`config.mk`:
```
export PLATFORM = sky130hd
export DESIGN_NAME = mcu_bus_bridge
export DESIGN_NICKNAME = d
export VERILOG_FILES = /design/src/rtl/mcu_bus_pkg.sv /design/src/rtl/mcu_bus_sync.sv /design/src/rtl/mcu_bus_ctrl.sv /design/src/rtl/mcu_bus_datapath.sv /design/src/rtl/mcu_bus_bridge.sv
export SDC_FILE = /design/constraint.sdc
export NUM_CORES = 1
export LEC_CHECK = 0
export BUFFER_PORTS_ARGS = -buffer_cell sky130_fd_sc_hd__buf_2
export CAP_MARGIN = 20
export CORE_AREA = 4 4 109 111
export DETAILED_ROUTE_END_ITERATION = 10
export DIE_AREA = 0 0 113 115
export GPL_ROUTABILITY_DRIVEN = 1
export PLACE_DENSITY = 0.77
export SLEW_MARGIN = 5
export SYNTH_ARGS = -nofsm -noshare
export SYNTH_HDL_FRONTEND = slang
export SYNTH_HIERARCHICAL = 1
export SYNTH_SLANG_ARGS = --single-unit
```
`constraint.sdc`:
```
create_clock -name clk -period 2 [get_ports clk]
set_input_delay 0.3 -clock clk [delete_from_list [all_inputs] [get_ports clk]]
set_output_delay 0.3 -clock clk [all_outputs]
set_load 0.005 [all_outputs]
```
`src/rtl/mcu_bus_pkg.sv`:
```
package mcu_bus_pkg;

  localparam int DATA_W = 16;
  localparam int LANES  = DATA_W / 8;

  typedef enum logic [2:0] {
    STYLE_RDWR_FETCH = 3'd0,
    STYLE_RW_ENABLE  = 3'd1,
    STYLE_RDWR_BHE   = 3'd2,
    STYLE_SPLIT_WR   = 3'd3,
    STYLE_RW_LDS_UDS = 3'd4,
    STYLE_RW_DS_SIZE = 3'd5,
    STYLE_RW_DS_BLE  = 3'd6
  } busStyle_e;

  typedef struct packed {
    logic             rdPulse;
    logic             wrPulse;
    logic             driveRead;
    logic             aleOpen;
    logic             muxAddr;
    logic             a0;
    logic [LANES-1:0] lanes;
  } ctlStrobe_t;

endpackage

```
`src/rtl/mcu_bus_sync.sv`:
```
module mcu_bus_sync #(
  parameter int         W       = 1,
  parameter int         STAGES  = 2,
  parameter logic [W-1:0] RST_VAL = '0
) (
  input  logic         clk,
  input  logic         rstN,
  input  logic [W-1:0] d,
  output logic [W-1:0] q
);

  logic [W-1:0] stage [STAGES];

  always_ff @(posedge clk or negedge rstN) begin
    if (!rstN) stage[0] <= RST_VAL;
    else       stage[0] <= d;
  end

  for (genvar i = 1; i < STAGES; i++) begin : gStage
    always_ff @(posedge clk or negedge rstN) begin
      if (!rstN) stage[i] <= RST_VAL;
      else       stage[i] <= stage[i-1];
    end
  end

  assign q = stage[STAGES-1];

endmodule

```
`src/rtl/mcu_bus_ctrl.sv`:
```
module mcu_bus_ctrl
  import mcu_bus_pkg::*;
#(
  parameter int SYNC_STAGES = 2
) (
  input  logic       clk,
  input  logic       rstN,
  input  logic [2:0] cfgStyle,
  input  logic       cfgWide,
  input  logic       cfgMux,
  input  logic       pinCtlA,
  input  logic       pinCtlB,
  input  logic       pinSelHi,
  input  logic       pinSelLo,
  input  logic       pinAle,
  input  logic       targetSel,
  input  logic       latchA0,
  output ctlStrobe_t strobe
);

  logic [4:0] pinRaw, pinSync;
  logic       ctlA, ctlB, selHi, selLo, aleS;

  assign pinRaw = {pinAle, pinSelLo, pinSelHi, pinCtlB, pinCtlA};

  mcu_bus_sync #(.W(5), .STAGES(SYNC_STAGES), .RST_VAL(5'b01111)) u_pinSync (
    .clk (clk),
    .rstN(rstN),
    .d   (pinRaw),
    .q   (pinSync)
  );

  assign {aleS, selLo, selHi, ctlB, ctlA} = pinSync;

  busStyle_e        style;
  logic             muxMode, wideMode, rdAct, wrAct, a0, strobeOn;
  logic [LANES-1:0] lanes;

  assign style = busStyle_e'(cfgStyle);

  always_comb begin
    muxMode  = 1'b0;
    wideMode = 1'b1;
    rdAct    = 1'b0;
    wrAct    = 1'b0;
    a0       = 1'b0;
    strobeOn = 1'b0;
    lanes    = 2'b11;
    case (style)
      STYLE_RDWR_FETCH: begin
        muxMode  = 1'b1;
        wideMode = 1'b0;
        rdAct    = !ctlA || !selHi;
        wrAct    = !ctlB;
        a0       = latchA0;
      end
      STYLE_RW_ENABLE: begin
        muxMode  = cfgMux;
        wideMode = cfgWide;
        strobeOn = ctlA;
        rdAct    = strobeOn && ctlB;
        wrAct    = strobeOn && !ctlB;
        a0       = cfgMux ? latchA0 : selLo;
        lanes    = {!selHi, !a0};
      end
      STYLE_RDWR_BHE: begin
        muxMode  = 1'b1;
        wideMode = cfgWide;
        rdAct    = !ctlA;
        wrAct    = !ctlB;
        a0       = latchA0;
        lanes    = {!selHi, !a0};
      end
      STYLE_SPLIT_WR: begin
        muxMode  = 1'b1;
        rdAct    = !ctlA;
        wrAct    = !ctlB || !selHi;
        a0       = latchA0;
        lanes    = wrAct ? {!selHi, !ctlB} : 2'b11;
      end
      STYLE_RW_LDS_UDS: begin
        strobeOn = !ctlA || !selHi;
        rdAct    = strobeOn && ctlB;
        wrAct    = strobeOn && !ctlB;
        lanes    = {!selHi, !ctlA};
      end
      STYLE_RW_DS_SIZE: begin
        wideMode = cfgWide;
        strobeOn = !ctlA;
        rdAct    = strobeOn && ctlB;
        wrAct    = strobeOn && !ctlB;
        a0       = selLo;
        lanes    = selHi ? (a0 ? 2'b10 : 2'b01) : 2'b11;
      end
      STYLE_RW_DS_BLE: begin
        strobeOn = !ctlA;
        rdAct    = strobeOn && ctlB;
        wrAct    = strobeOn && !ctlB;
        lanes    = {!selHi, !selLo};
      end
      default: begin
        rdAct = 1'b0;
        wrAct = 1'b0;
      end
    endcase
    if (!wideMode) lanes = 2'b01;
  end

  // Previous activity; reset high so a level already active at release is not taken as an edge.
  logic rdPrev, wrPrev;

  always_ff @(posedge clk or negedge rstN) begin
    if (!rstN) begin
      rdPrev <= 1'b1;
      wrPrev <= 1'b1;
    end else begin
      rdPrev <= rdAct;
      wrPrev <= wrAct;
    end
  end

  always_comb begin
    strobe.wrPulse   = wrAct && !wrPrev;
    strobe.rdPulse   = rdAct && !rdPrev && !wrAct;
    strobe.driveRead = rdAct && !wrAct && targetSel;
    strobe.aleOpen   = muxMode && aleS;
    strobe.muxAddr   = muxMode;
    strobe.a0        = a0;
    strobe.lanes     = lanes;
  end

  // A write onset is never reported as a read edge.
  p_write_masks_read_r13: assert property (@(posedge clk) disable iff (!rstN)
    (wrAct && rdAct) |-> !strobe.rdPulse);

  // A read pulse only follows a cycle without read activity.
  p_read_edge_r2: assert property (@(posedge clk) disable iff (!rstN)
    strobe.rdPulse |=> !strobe.rdPulse);

endmodule

```
`src/rtl/mcu_bus_datapath.sv`:
```
module mcu_bus_datapath
  import mcu_bus_pkg::*;
#(
  parameter int ADDR_W      = 16,
  parameter int SYNC_STAGES = 2
) (
  input  logic              clk,
  input  logic              rstN,
  input  ctlStrobe_t        strobe,
  input  logic [DATA_W-1:0] adIn,
  input  logic [ADDR_W-1:1] addrIn,
  input  logic [DATA_W-1:0] rdData,
  output logic              latchA0,
  output logic              accRd,
  output logic              accWr,
  output logic [ADDR_W-1:0] accAddr,
  output logic [LANES-1:0]  laneEn,
  output logic [DATA_W-1:0] wrData,
  output logic [DATA_W-1:0] adOut,
  output logic [LANES-1:0]  adOe
);

  localparam int BUS_W = DATA_W + ADDR_W - 1;

  logic [BUS_W-1:0]  busSync;
  logic [DATA_W-1:0] adInS;
  logic [ADDR_W-1:1] addrInS;
  logic [ADDR_W-1:0] addrLatch, addrNext;

  mcu_bus_sync #(.W(BUS_W), .STAGES(SYNC_STAGES), .RST_VAL('0)) u_busSync (
    .clk (clk),
    .rstN(rstN),
    .d   ({addrIn, adIn}),
    .q   (busSync)
  );

  assign {addrInS, adInS} = busSync;

  always_ff @(posedge clk or negedge rstN) begin
    if (!rstN)               addrLatch <= '0;
    else if (strobe.aleOpen) addrLatch <= ADDR_W'(adInS);
  end

  assign latchA0  = addrLatch[0];
  assign addrNext = strobe.muxAddr ? addrLatch : {addrInS, strobe.a0};

  always_ff @(posedge clk or negedge rstN) begin
    if (!rstN) begin
      accRd   <= 1'b0;
      accWr   <= 1'b0;
      accAddr <= '0;
      laneEn  <= '0;
      wrData  <= '0;
      adOut   <= '0;
      adOe    <= '0;
    end else begin
      accRd <= strobe.rdPulse;
      accWr <= strobe.wrPulse;
      if (strobe.rdPulse || strobe.wrPulse) begin
        accAddr <= addrNext;
        laneEn  <= strobe.lanes;
      end
      if (strobe.wrPulse) wrData <= adInS;
      adOut <= strobe.driveRead ? rdData : '0;
      adOe  <= strobe.driveRead ? strobe.lanes : '0;
    end
  end

  p_rd_single_r2: assert property (@(posedge clk) disable iff (!rstN)
    accRd |=> !accRd);

  p_wr_single_r2: assert property (@(posedge clk) disable iff (!rstN)
    accWr |=> !accWr);

  p_lane_present_r6: assert property (@(posedge clk) disable iff (!rstN)
    (accRd || accWr) |-> (laneEn != '0));

  p_no_drive_on_write_r13: assert property (@(posedge clk) disable iff (!rstN)
    accWr |-> (adOe == '0));

  p_no_dual_access_r13: assert property (@(posedge clk) disable iff (!rstN)
    !(accRd && accWr));

endmodule

```
`src/rtl/mcu_bus_bridge.sv`:
```
module mcu_bus_bridge
  import mcu_bus_pkg::*;
#(
  parameter int ADDR_W      = 16,
  parameter int SYNC_STAGES = 2
) (
  input  logic              clk,
  input  logic              rstN,
  input  logic [2:0]        cfgStyle,
  input  logic              cfgWide,
  input  logic              cfgMux,
  input  logic              pinCtlA,
  input  logic              pinCtlB,
  input  logic              pinSelHi,
  input  logic              pinSelLo,
  input  logic              pinAle,
  input  logic [ADDR_W-1:1] addrIn,
  input  logic [15:0]       adIn,
  output logic [15:0]       adOut,
  output logic [1:0]        adOe,
  input  logic              targetSel,
  input  logic [15:0]       rdData,
  output logic              accRd,
  output logic              accWr,
  output logic [ADDR_W-1:0] accAddr,
  output logic [1:0]        laneEn,
  output logic [15:0]       wrData
);

  ctlStrobe_t strobe;
  logic       latchA0;

  mcu_bus_ctrl #(.SYNC_STAGES(SYNC_STAGES)) u_ctrl (
    .clk      (clk),
    .rstN     (rstN),
    .cfgStyle (cfgStyle),
    .cfgWide  (cfgWide),
    .cfgMux   (cfgMux),
    .pinCtlA  (pinCtlA),
    .pinCtlB  (pinCtlB),
    .pinSelHi (pinSelHi),
    .pinSelLo (pinSelLo),
    .pinAle   (pinAle),
    .targetSel(targetSel),
    .latchA0  (latchA0),
    .strobe   (strobe)
  );

  mcu_bus_datapath #(.ADDR_W(ADDR_W), .SYNC_STAGES(SYNC_STAGES)) u_datapath (
    .clk    (clk),
    .rstN   (rstN),
    .strobe (strobe),
    .adIn   (adIn),
    .addrIn (addrIn),
    .rdData (rdData),
    .latchA0(latchA0),
    .accRd  (accRd),
    .accWr  (accWr),
    .accAddr(accAddr),
    .laneEn (laneEn),
    .wrData (wrData),
    .adOut  (adOut),
    .adOe   (adOe)
  );

endmodule

```
==> results of run 1 <==
power by group:
part | switching (uW) | internal [uW]
registers | 172 | 3260
clock network | 1120 | 1950
logic | 435 | 516
worst min-delay path by stage:
stage                start                     to  slack, ns  depth (start not counted)
2_1_floorplan         rstN  u_ctrl/u_pinSync/q[4]      0.004                          0
6_report       cfgStyle[0]          u_ctrl/rdPrev       0.20                          3
3_3_place_gp          rstN   u_datapath/laneEn[0]       0.29                          1
3_5_place_dp          rstN  u_ctrl/u_pinSync/q[4]       0.30                          1
5_1_grt        cfgStyle[0]          u_ctrl/rdPrev       0.17                          3
4_1_cts        cfgStyle[0]          u_ctrl/rdPrev       0.15                          3
state kept, by name, summed over array words and instances, names as in the netlist, 5 cells and up:
register,count
u_ctrl/u_pinSync/stage,5
u_datapath/u_busSync/q,31
u_datapath/adOut,16
u_datapath/accAddr,16
u_datapath/u_busSync/stage,31
u_datapath/wrData,16
u_ctrl/u_pinSync/q,5
u_datapath/addrLatch,16
final cells by class:
class | instances | area share, %
Sequential cell | 144 | 52.8
Timing Repair Buffer | 182 | 18.4
Multi-Input combinational cell | 146 | 17.4
Clock buffer | 21 | 6.56
Tap cell | 140 | 2.56
Clock inverter | 11 | 2.03
Inverter | 4 | 0.256
routing by layer:
metal	vias to the layer above	part of all wire, %	GRT usage (%)
met4	0	2.8	8.73
li1	1445	-	-
met2	107	53	30.9
met1	1563	39	20.0
met3	26	5.0	6.47
met5	-	0	0
through the flow:
step / power [uW] / setup WS [ns]
finish: 7450 / 0.0411
detailed placement: 4330 / -0.0803
floorplan: 3910 / -0.0685
global placement: 4290 / -0.0118
global route: 7810 / -0.00159
CTS: 7540 / 0.0385
repair_timing:
action / CTS / global route
setup buffers: 0 / 1
pin swaps: 0 / 2
endpoints found under the hold margin: 105 / 0
gates resized for setup: 2 / 4
setup endpoints to repair: 31 / 36
hold buffers: 53 / 0
worst max-delay path, stage by stage, from the launching register on:
cell      delay [ns]
dfstp_2         0.59
nor4bb_2        0.39
a21oi_2         0.10
a211oi_4        0.24
or2_4           0.20
buf_4           0.22
a21oi_1         0.10
kinds of logic (layout without fill, tap and decap cells):
group / after synthesis / in the layout / synth area share [%]
flip-flops: 144 / 144 / 70.0
AO/OA/AOI/OAI: 41 / 41 / 5.02
multiplexers: 50 / 50 / 10.7
buffers and inverters: 60 / 218 / 8.05
AND/OR/NAND/NOR: 55 / 55 / 6.23
Yosys cell counts (2+ instances only):
master and count:
o21bai_1 2, mux2_2 32, dfrtp_1 134, dfstp_2 10, o21ai_0 4, mux2i_1 16
nor3_1 16, buf_6 4, and2_1 19, clkbuf_1 4, buf_2 9, nor2b_1 3
nor2_1 3, a21boi_0 2, a32oi_1 2, nor4bb_1 2, a32o_1 2, buf_4 39
mux2_4 2, inv_1 2, a21oi_1 21, nand2_1 6
==> impl_metrics.ini, run 1 <==
[final_layout]
fin_area_sq_mm = 0.00685
fin_util_pct = 63.5
final_cell_mix = dfrtp_1 (134), buf_2 (112), dlygate4sd3_1 (53)
syn_to_final_growth_pct = 32.7
seq_area_sq_mm = 0.00362
fillers = 770
drive_above_1_share_pct = 42.3
antennaDiodeCount = 0
finalNetCount = 555
multi_input_area_sq_mm = 0.00119
fin_cells = 648
final_common_cell = dfrtp_1

[drt]
firstDrtPassIters = 5
drtIter0Drc = 166
drc = 0
wl_per_cell_um = 16.7
viasPerCell = 4.85
dr_total_vias = 3141
routed_wl_um = 10800
antenna_left = 0

[clock_network]
htree_num_levels = 4
cts_sinks = 144
clk_pin_slew_ns = 0.06
clk_latency_ns = 0.51
cts_buffer_depth = 2
root_buffer = clkbuf_8
numCtsBuffers = 17
cts_tree = built

[yosys]
synth_cells = 350
synth-main-ff-cell = dfrtp_1
synth-edff-count = 0
yosys-top-cells-area = dfrtp_1 (65%), mux2_2 (7.0%), buf_4 (5.7%)
yosys.cell_types.count = 38
yosys_warnings = 6
netlist.area_leader.share_pct = 65.0
syn_area_sq_mm = 0.00516
yosys.area.top_type = dfrtp_1
ys_seq_elements = 144
synth.net_count = 410
ys_seq_area_share_pct = 70.0
ys_async_sr_fraction_pct = 100
syn_avg_cell_area_sq_um = 14.7

[setup_path]
cp_max_fo = 12
r2r_cells = 6
timing.rr.start = u_ctrl/u_pinSync/q[2]
crit_path_end = u_datapath/accAddr[9]
critPathLaunchType = flop
cp_data_arrival_time_ns = 2.35
r2r-end = u_datapath/accAddr[9]
r2r_setup_slack_ns = 0.04
crit_required_ns = 2.39
crit_start = u_ctrl/u_pinSync/q[2]
cp-end-kind = flop
path_class = reg2reg

[die]
die_w_um = 113
core-area_sq_mm = 0.0108
die_y_um = 115
start_util_pct = 47.8
die_area_sq_mm = 0.0130
io_pins = 114
fp-row-count = 38

[power]
power_density_mw_per_mm2 = 1090
vdd_drop_max_v = 0.000846
p_leak_uw = 0.00322

[global_routing]
antenna_found_initial = 0
gr-total-overflow = 0
track_usage_pct = 18.0
grt_start_max_net_pins = 59
grt_pass1_wl_um = 17700
grt_pass1_vias = 3566

[timing]
timing.fmax_mhz = 510
drv_slew = 0
hold_violations = 0
maxSlewHeadroom_pct = 63.0
timing.hold.ws_ns = 0.197
tightest_slew_ns = 0.555
post-route-period-util_pct = 97.9
tns_ns = 0
final.min_clock_period_ns = 1.96
finalSetupViolCount = 0
finClkSkew_ns = 0.00836

[worst_hold_path]
worst_hold_path_type = in2reg

[placed_design]
place.gp.congestion = 0.861
placed_cells = 562
dpl_cell_area_sq_mm = 0.00570
dpl.hpwl_um = 6430
io_buffers = 113

[run]
drv_cap = 0

[run_status]
status = finished clean
Note: power is estimated with default switching activity, not from simulation.
==> run 2, diff against run 1 <==
--- a/config.mk
+++ b/config.mk
@@ -7,11 +7,11 @@
 export LEC_CHECK = 0
 export BUFFER_PORTS_ARGS = -buffer_cell sky130_fd_sc_hd__buf_2
 export CAP_MARGIN = 20
-export CORE_AREA = 4 4 109 111
+export CORE_AREA = 4 4 104 106
 export DETAILED_ROUTE_END_ITERATION = 10
-export DIE_AREA = 0 0 113 115
+export DIE_AREA = 0 0 108 110
 export GPL_ROUTABILITY_DRIVEN = 1
-export PLACE_DENSITY = 0.77
+export PLACE_DENSITY = 0.8
 export SLEW_MARGIN = 5
 export SYNTH_ARGS = -nofsm -noshare
 export SYNTH_HDL_FRONTEND = slang
==> constraint.sdc (replaced) <==
create_clock -name clk -period 2.14 [get_ports clk]
set_input_delay 0.321 -clock clk [delete_from_list [all_inputs] [get_ports clk]]
set_output_delay 0.321 -clock clk [all_outputs]
set_load 0.005 [all_outputs]
==> impl_metrics.ini, run 2 (synthesis gave the netlist of run 1 again) <==
[global_routing]
grt_start_max_net_pins = 60
gr-total-overflow = 0
globalRoute.busiestLayer = met2
grt_use_met2_pct = 34.4
grt_pass1_vias = 3401
track_usage_pct = 19.3
antenna_found_initial = 0
grt_pass1_wl_um = 17000
met1_usage_pct = 22.0
use_met3_pct = 5.77

[timing]
final.min_clock_period_ns = 1.98
finClkSkew_ns = 0.00691
hold_violations = 0
maxSlewHeadroom_pct = 59.5
tightest_slew_ns = 0.608
post-route-period-util_pct = 92.4
rsz0062_at_grt = false
fin_ws_ns = 0.163
timing.fmax_mhz = 506
timing.hold.ws_ns = 0.0339
finalSetupViolCount = 0
drv_slew = 0

[clock_network]
cts_buffer_depth = 2
root_buffer = clkbuf_8
cts_tree = built
numCtsBuffers = 17
htree_num_levels = 4
cts_sinks = 144
clk_pin_slew_ns = 0.06
clk_latency_ns = 0.51

[final_layout]
final_common_cell = dfrtp_1
finalNetCount = 550
drive_above_1_share_pct = 41.9
multi_input_area_sq_mm = 0.00117
fillers = 643
antennaDiodeCount = 0
syn_to_final_growth_pct = 31.9
fin_cells = 636
seq_area_sq_mm = 0.00362
final_cell_mix = dfrtp_1 (134), buf_2 (112), dlygate4sd3_1 (48)

[drt]
routed_wl_um = 10500
wl_per_cell_um = 16.6
antenna_left = 0
firstDrtPassIters = 4
viasPerCell = 4.83
drc = 0
dr_total_vias = 3070
drtIter0Drc = 85

[die]
io_pins = 114
start_util_pct = 52.8
core-area_sq_mm = 0.00977
fp-row-count = 36
die_area_sq_mm = 0.0119
die_w_um = 108
die_y_um = 110

[worst_hold_path]
worst_hold_path_type = in2reg

[run_status]
status = finished clean

[setup_path]
crit_required_ns = 2.57
cp_max_fo = 10
critPathLaunchType = flop
cp-end-kind = flop
path_class = reg2reg
cp_data_arrival_time_ns = 2.41
r2r_setup_slack_ns = 0.16

[power]
p_comb_share_pct = 12.4
clkPwrFrac_pct = 42.3
vdd_drop_max_v = 0.000907
p_sw_share_pct = 22.6
power_density_mw_per_mm2 = 1040
power.switching_uw = 1600
p_int_uw = 5470
p_seq_share_pct = 45.4
p_leak_uw = 0.00321

[placed_design]
place_ws_ns = -0.0470
placed_cells = 556
dpl.hpwl_um = 6510
place.gp.congestion = 0.822
io_buffers = 113

[run]
drv_cap = 0
-- run 2: changes by cell type in the layout (fill, tap and decap cells not counted) --
cell           previous run  this run
o21ai_1                   2         1
bufinv_16                 3         4
or2_4                     1         0
nor4bb_2                  1         0
nor4bb_1                  1         2
a21oi_1                  18        19
clkinv_2                  5         3
or2_1                     0         1
a21oi_4                   3         2
buf_4                    13        12
clkbuf_1                  2         3
buf_12                    3         4
o21ai_0                   3         4
dlygate4sd3_1            53        48
-- run 2: critical path, cell delays in order, from the launching register on --
cell and delay (ns):
dfstp_2 0.61, o21ai_0 0.17, a21oi_1 0.35, a211oi_4 0.11, or2_1 0.29, buf_4 0.20
a21oi_1 0.16
-- run 2: path summary, 6_finish.rpt --
kind                                                start                    endpoint  depth (start not counted)
hold reg to reg            u_datapath/u_busSync/stage[44]  u_datapath/u_busSync/q[13]                          0
setup reg to reg                    u_ctrl/u_pinSync/q[0]       u_datapath/accAddr[6]                          6
min in group asynchronous                            rstN         u_datapath/adOut[8]                          2
max in group asynchronous                            rstN   u_ctrl/u_pinSync/stage[6]                          3
hold / removal                                  rdData[0]         u_datapath/adOut[0]                          2
setup / recovery                    u_ctrl/u_pinSync/q[0]       u_datapath/accAddr[6]                          6
-- run 2: per-stage QoR --
step	utilization, %	total power (uW)	instance area (sq um)	TNS (ns)
after floorplan	-	3650	5160	0
after global placement	58.4	4020	5700	0
after detailed placement	58.4	4060	5700	-0.530
after CTS	69.6	7160	6800	0
after global routing	69.6	7400	6810	0
final	69.6	7070	6810	0
-- run 2: timing repair --
| action | 4_1_cts | 5_1_grt |
|---|---|---|
| endpoints found under the hold margin | 99 | 0 |
| gates resized for setup | 1 | 1 |
| setup buffers | 0 | 0 |
| endpoints found under the setup margin | 5 | 3 |
| hold buffers | 48 | 0 |
-- run 2: power groups by stage --
stage                     sequential (uW)  combinational (uW)  clock, uW
after floorplan                      3230                 427          0
after global placement               3240                 776          0
after detailed placement             3250                 807          0
after CTS                            3210                 883       3060
after global routing                 3240                 964       3190
final                                3210                 873       2990
-- run 2: layer usage --
metal,up-vias,wire (um)
li1,1432,-
met1,1540,4130
met2,88,5760
met3,10,493
met4,0,151
met5,-,0
-- run 2: final cells by class --
type / instances / share of cell area [%]
flip-flops and latches: 144 / 53.1
clock inverters: 10 / 2.33
clock buffers: 22 / 6.65
multi-input cells: 146 / 17.2
repair buffers: 177 / 18.0
well taps: 133 / 2.44
inverters: 4 / 0.257
